**src/rtl/spi9_pkg.sv**
```systemverilog
package spi9_pkg;
  localparam int BYTE_W  = 8;
  localparam int WORD_W  = BYTE_W + 1;
  localparam logic FLAG_CMD  = 1'b0;
  localparam logic FLAG_DATA = 1'b1;

  typedef enum logic [2:0] {
    ST_IDLE,
    ST_LEAD,
    ST_SHIFT,
    ST_TAIL,
    ST_FIN
  } wr_state_t;
endpackage

```
**src/rtl/spi9_clk_div.sv**
```systemverilog
module spi9_clk_div #(
  parameter int HALF_CYC = 2
) (
  input  logic clk,
  input  logic rst,
  input  logic en,
  output logic tick
);
  localparam int CW = (HALF_CYC > 1) ? $clog2(HALF_CYC) : 1;
  localparam logic [CW-1:0] LAST = CW'(HALF_CYC - 1);

  logic [CW-1:0] cnt_q;

  always_ff @(posedge clk) begin
    if (rst || !en) begin
      cnt_q <= '0;
    end else if (cnt_q == LAST) begin
      cnt_q <= '0;
    end else begin
      cnt_q <= cnt_q + 1'b1;
    end
  end

  assign tick = en && (cnt_q == LAST);
endmodule

```
**src/rtl/spi9_frame_pack.sv**
```systemverilog
module spi9_frame_pack
  import spi9_pkg::*;
#(
  parameter int MAX_BYTES = 2,
  parameter int LEN_W     = $clog2(MAX_BYTES + 1),
  parameter int FRAME_W   = WORD_W * (MAX_BYTES + 1),
  parameter int CNT_W     = $clog2(FRAME_W + 1)
) (
  input  logic [BYTE_W-1:0]           addr,
  input  logic [LEN_W-1:0]            len,
  input  logic [BYTE_W*MAX_BYTES-1:0] data,
  output logic [FRAME_W-1:0]          frame,
  output logic [CNT_W-1:0]            nbits
);
  int unsigned n_eff;

  always_comb begin
    if (int'(len) > MAX_BYTES) n_eff = MAX_BYTES;
    else                       n_eff = int'(len);
  end

  // word slot 0 is the command; slots 1..MAX_BYTES carry data, left aligned
  logic [WORD_W-1:0] slot [MAX_BYTES+1];
  assign slot[0] = {FLAG_CMD, addr};

  for (genvar gi = 0; gi < MAX_BYTES; gi++) begin : g_slot
    logic [BYTE_W-1:0] pick;
    always_comb begin
      pick = '0;
      for (int b = 0; b < MAX_BYTES; b++) begin
        if (gi < int'(n_eff) && b == int'(n_eff) - 1 - gi) begin
          pick = data[b*BYTE_W +: BYTE_W];
        end
      end
    end
    assign slot[gi+1] = (gi < int'(n_eff)) ? {FLAG_DATA, pick} : '0;
  end

  for (genvar gs = 0; gs <= MAX_BYTES; gs++) begin : g_place
    assign frame[FRAME_W-1-gs*WORD_W -: WORD_W] = slot[gs];
  end

  assign nbits = CNT_W'(WORD_W * (n_eff + 1));
endmodule

```
**src/rtl/spi9_shift_out.sv**
```systemverilog
module spi9_shift_out #(
  parameter int FRAME_W = 27,
  parameter int CNT_W   = $clog2(FRAME_W + 1)
) (
  input  logic               clk,
  input  logic               rst,
  input  logic               load,
  input  logic [FRAME_W-1:0] load_bits,
  input  logic [CNT_W-1:0]   load_cnt,
  input  logic               shift,
  output logic               bit_out,
  output logic               last_bit
);
  logic [FRAME_W-1:0] sh_q;
  logic [CNT_W-1:0]   rem_q;

  always_ff @(posedge clk) begin
    if (rst) begin
      sh_q  <= '0;
      rem_q <= '0;
    end else if (load) begin
      sh_q  <= load_bits;
      rem_q <= load_cnt;
    end else if (shift) begin
      sh_q  <= {sh_q[FRAME_W-2:0], 1'b0};
      rem_q <= rem_q - 1'b1;
    end
  end

  assign bit_out  = sh_q[FRAME_W-1];
  assign last_bit = (rem_q == CNT_W'(1));
endmodule

```
**src/rtl/spi9_reg_writer.sv**
```systemverilog
module spi9_reg_writer
  import spi9_pkg::*;
#(
  parameter int HALF_CYC  = 2,
  parameter int MAX_BYTES = 2,
  parameter int LEN_W     = $clog2(MAX_BYTES + 1)
) (
  input  logic                        clk,
  input  logic                        rst,
  input  logic                        req_valid,
  output logic                        req_ready,
  input  logic [BYTE_W-1:0]           req_addr,
  input  logic [LEN_W-1:0]            req_len,
  input  logic [BYTE_W*MAX_BYTES-1:0] req_data,
  output logic                        spi_csn_n,
  output logic                        spi_sclk,
  output logic                        spi_mosi,
  output logic                        done
);
  localparam int FRAME_W = WORD_W * (MAX_BYTES + 1);
  localparam int CNT_W   = $clog2(FRAME_W + 1);

  wr_state_t state_q;
  logic csn_q, sclk_q, done_q, ready_q;
  logic tick, accept, do_shift, last_bit;
  logic [FRAME_W-1:0] frame;
  logic [CNT_W-1:0]   nbits;

  assign accept   = req_valid && ready_q;
  assign do_shift = (state_q == ST_SHIFT) && tick && sclk_q;

  spi9_clk_div #(.HALF_CYC(HALF_CYC)) div_i (
    .clk  (clk),
    .rst  (rst),
    .en   (state_q inside {ST_LEAD, ST_SHIFT, ST_TAIL}),
    .tick (tick)
  );

  spi9_frame_pack #(.MAX_BYTES(MAX_BYTES), .LEN_W(LEN_W),
                    .FRAME_W(FRAME_W), .CNT_W(CNT_W)) pack_i (
    .addr  (req_addr),
    .len   (req_len),
    .data  (req_data),
    .frame (frame),
    .nbits (nbits)
  );

  spi9_shift_out #(.FRAME_W(FRAME_W), .CNT_W(CNT_W)) shf_i (
    .clk       (clk),
    .rst       (rst),
    .load      (accept),
    .load_bits (frame),
    .load_cnt  (nbits),
    .shift     (do_shift),
    .bit_out   (spi_mosi),
    .last_bit  (last_bit)
  );

  always_ff @(posedge clk) begin
    if (rst) begin
      state_q <= ST_IDLE;
      csn_q   <= 1'b1;
      sclk_q  <= 1'b1;
      done_q  <= 1'b0;
      ready_q <= 1'b1;
    end else begin
      done_q <= 1'b0;
      unique case (state_q)
        ST_IDLE: begin
          if (accept) begin
            csn_q   <= 1'b0;
            ready_q <= 1'b0;
            state_q <= ST_LEAD;
          end
        end
        ST_LEAD: begin
          if (tick) begin
            sclk_q  <= 1'b0;
            state_q <= ST_SHIFT;
          end
        end
        ST_SHIFT: begin
          if (tick) begin
            if (!sclk_q) begin
              sclk_q <= 1'b1;
              if (last_bit) state_q <= ST_TAIL;
            end else begin
              sclk_q <= 1'b0;
            end
          end
        end
        ST_TAIL: begin
          if (tick) begin
            csn_q   <= 1'b1;
            state_q <= ST_FIN;
          end
        end
        ST_FIN: begin
          done_q  <= 1'b1;
          ready_q <= 1'b1;
          state_q <= ST_IDLE;
        end
        default: state_q <= ST_IDLE;
      endcase
    end
  end

  assign req_ready = ready_q;
  assign spi_csn_n = csn_q;
  assign spi_sclk  = sclk_q;
  assign done      = done_q;
endmodule

```
**config.mk**
```make
export PLATFORM = sky130hd
export DESIGN_NAME = spi9_reg_writer
export DESIGN_NICKNAME = d
export VERILOG_FILES = /design/src/rtl/spi9_pkg.sv /design/src/rtl/spi9_clk_div.sv /design/src/rtl/spi9_frame_pack.sv /design/src/rtl/spi9_shift_out.sv /design/src/rtl/spi9_reg_writer.sv
export SDC_FILE = /design/constraint.sdc
export NUM_CORES = 1
export LEC_CHECK = 0
export ABC_CLOCK_PERIOD_IN_PS = 1800
export BUFFER_PORTS_ARGS = -buffer_cell sky130_fd_sc_hd__buf_2
export CELL_PAD_IN_SITES_DETAIL_PLACEMENT = 1
export CELL_PAD_IN_SITES_GLOBAL_PLACEMENT = 2
export CORE_MARGIN = 2
export CORE_UTILIZATION = 34
export CTS_CLUSTER_DIAMETER = 60
export CTS_CLUSTER_SIZE = 24
export DETAILED_ROUTE_END_ITERATION = 12
export HOLD_SLACK_MARGIN = 0.1
export PLACE_DENSITY = 0.91
export SETUP_SLACK_MARGIN = 0.1
export SLEW_MARGIN = 20
export SYNTH_ARGS = -nofsm -noshare
export SYNTH_HDL_FRONTEND = slang
export SYNTH_SLANG_ARGS = --single-unit
```
**constraint.sdc**
```tcl
create_clock -name clk -period 1.8 [get_ports clk]
set_clock_uncertainty 0.15 [all_clocks]
set_input_delay 0.18 -clock clk [delete_from_list [all_inputs] [get_ports clk]]
set_output_delay 0.18 -clock clk [all_outputs]
set_load 0.05 [all_outputs]
```
==> flow_summary.toml <==
[setup_path]
start_kind = "flip-flop"
critPathRequiredTime_ns = 1.88
rr_worst_depth = 3
cp-end-kind = "flip-flop"
rr_endpoint = "shf_i.rem_q[3]"
crit_path_start = "state_q[1]"
last_element_of_the_critical_path = "shf_i.rem_q[3]"
rr_startpoint = "state_q[1]"
worst-setup-path-type = "flip-flop to flip-flop"
maximum_net_fanout_on_the_critical_path = 15
regToRegSetupSlack_ns = 0.21
timing.critical_path.arrival_ns = 1.67

[synth]
syn_nets = 262
share_of_the_yosys_chip_area_belonging_to_registers_pct = 38.9
async_flop_share_pct = 0
mappedNetlistArea_um2 = 2060
synth_warnings = 0
register_bit_count_reported_by_yosys = 40
syn_inst = 231
netlist-cell-type-count = 45
synth_edf_count = 0
avgSynthCellArea_um2 = 8.92
ys_dominant_reg_cell = "dfxtp_1"

[route]
routed_wire_length_per_instance_um = 17.1
route.detailed.drc = 0
postRouteAntennaNets = 0
totalWireLength_um = 5930
drt-initial-drc-count = 134
drt-pass1-iter-count = 4
vias_per_cell = 5.73
vias = 1983

[global_routing]
antenna_violations_before_repair = 0
grt_util_met2_pct = 31.1
met3_grt_util_pct = 3.30
first_global_vias = 1950
top_usage_layer = "met2"
grt_overflow_total = 0
grt_start_max_net_pins = 38
grt_pass1_wl_um = 9910
grt_usage_pct = 19.1
groute.layer.met1.usage_pct = 25.7

[die]
floorplan.initialDensity_pct = 35.0
core_area_um2 = 5890
io-pin-count = 34
core.rowCount = 28
fp.dieW_um = 81.9
design.die.area_um2 = 6700
die_y_um = 81.9

[final_layout]
antenna_cells_inserted = 0
nets = 302
design_area_um2 = 2490
synthToLayoutAreaGrowth_pct = 20.6
drive_above_1_share_pct = 24.0

[clock_network]
cts-root-buf = "clkbuf_8"
clkSinkCount = 40
cts.clk_slew.worst_paths_ns = 0.08
ctsHtreeMaxLevel = 2
cts_tree = "done"
clock_insertion_delay_worst_skew_ns = 0.30
ctsLongestPathBuffers = 2
post-cts-setup-buffers = 0
cts-buffers-inserted = 5

[timing]
post-route-period-util_pct = 88.5
unrepaired_setup_endpoints_after_global_routing = "no"
setup-tns-final_ns = 0
final-max-slew-violation-count = 0
slew-limit-headroom_pct = 64.8
post-route-min-period_ns = 1.59
timing_hold_violations_final = 0
worst_pin_slew_ns = 0.523
setup_viol = 0
setup_slack_ns = 0.206
achievable-frequency_mhz = 628

[placement]
io_buffers = 33
dpl-instance-area_um2 = 2310
dp_hpwl_um = 4020
place.gp.congestion = 0.830
preCtsSetupSlack_ns = 0.213

[hold_path]
worstHoldPathType = "primary input to flip-flop"

[run]
drv.max_cap_violation_count = 0

[run_status]
status = "finished clean"

[power]
static-leakage-power_nw = 0.900
ir_drop_mv = 0.390
power-per-cell-area_nw_per_um2 = 772
final cells by class:
class | instances | area (um2)
clock inverter | 1 | 5.00
clock buffer | 6 | 72.6
multi-input combinational | 156 | 1060
fill | 703 | 3400
sequential | 40 | 805
tap | 75 | 93.8
inverter | 7 | 26.3
timing repair buffer | 61 | 425
cells by family after synthesis:
kind of cell	count (synthesis)	synth area share (%)
buffers and inverters	35	9.78
AND/OR/NAND/NOR	65	19.9
flip-flops	40	38.9
adder cells (fa/ha/maj)	2	1.21
XOR/XNOR	1	0.425
AO/OA/AOI/OAI	88	29.8
registers in the layout (all words and copies together), names as in the netlist:
signal / cells
div_i.cnt_q: 1
spi_csn_n: 1
state_q: 3
shf_i.rem_q: 5
done: 1
shf_i.sh_q: 27
spi_sclk: 1
req_ready: 1
critical path, stage by stage (launching register included):
cell and delay, ns:
dfxtp_1 0.44, nand4b_4 0.25, or4_1 0.53, a31oi_1 0.16
through the flow:
stage | power [W] | hold slack [ns] | instances | util [%]
after floorplan | 0.00122 | 0.168 | 231 | -
after global placement | 0.00133 | 0.319 | 329 | 39.2
after detailed placement | 0.00135 | 0.322 | 329 | 39.2
after CTS | 0.00194 | 0.106 | 346 | 42.2
after global routing | 0.00202 | 0.135 | 346 | 42.2
final | 0.00192 | 0.113 | 346 | 42.2
synth_stat cells (all sizes together) (6+ instances only):
master | number | area [um2]
nor2 | 11 | 41.3
nand3 | 23 | 120
a211oi | 14 | 105
inv | 6 | 22.5
and4 | 7 | 61.3
o21ai | 23 | 115
a221oi | 9 | 78.8
clkbuf | 14 | 62.6
a311oi | 17 | 149
a21oi | 11 | 55.1
buf | 14 | 113
dfxtp | 40 | 801
power by group:
part / internal (W) / switching [W] / total (W)
Sequential: 0.000953 / 0.0000411 / 0.000994
Clock: 0.000264 / 0.000312 / 0.000576
Combinational: 0.000156 / 0.000192 / 0.000348
Total: 0.00137 / 0.000545 / 0.00192
repair_timing:
item                       in CTS  in global routing
resized for setup               0                  1
hold endpoints to repair       10                  0
setup endpoints to repair       0                  2
hold buffers                   10                  0
worst min path at each step:
| stage | from | endpoint | slack (ns) | cells past startpoint |
|---|---|---|---|---|
| 2_1_floorplan | rst | spi_csn_n | 0.17 | 2 |
| 3_3_place_gp | req_addr[4] | shf_i.sh_q[22] | 0.32 | 3 |
| 3_5_place_dp | shf_i.sh_q[25] | shf_i.sh_q[26] | 0.32 | 2 |
| 4_1_cts | req_data[5] | shf_i.sh_q[5] | 0.11 | 3 |
| 5_1_grt | req_data[5] | shf_i.sh_q[5] | 0.14 | 3 |
| 6_report | req_data[6] | shf_i.sh_q[6] | 0.11 | 3 |
per-layer routing:
metal | share of wire (%) | up-vias
li1 | - | 980
met1 | 49 | 955
met2 | 46 | 40
met3 | 3.8 | 8
met4 | 0.93 | 0
met5 | 0 | -
layout by cell type, fill, tap and decap left out, types with 2 or more instances in the layout:
cell and instances:
a221oi_1 9, nor2_1 11, buf_2 33, or3_1 3
a211oi_1 14, a31oi_1 5, o31ai_1 3, buf_4 16
dfxtp_1 37, inv_1 6, dfxtp_2 3, dlygate4sd3_1 10
and4b_1 2, ha_1 2, clkbuf_8 5, and4_1 7
or4_1 2, a21oi_1 11, nand4bb_1 2, nor2b_1 2
o21ai_0 22, a311oi_1 17, buf_12 2, nand3_1 22
nand2_1 4
(Power assumes the default switching activity.)
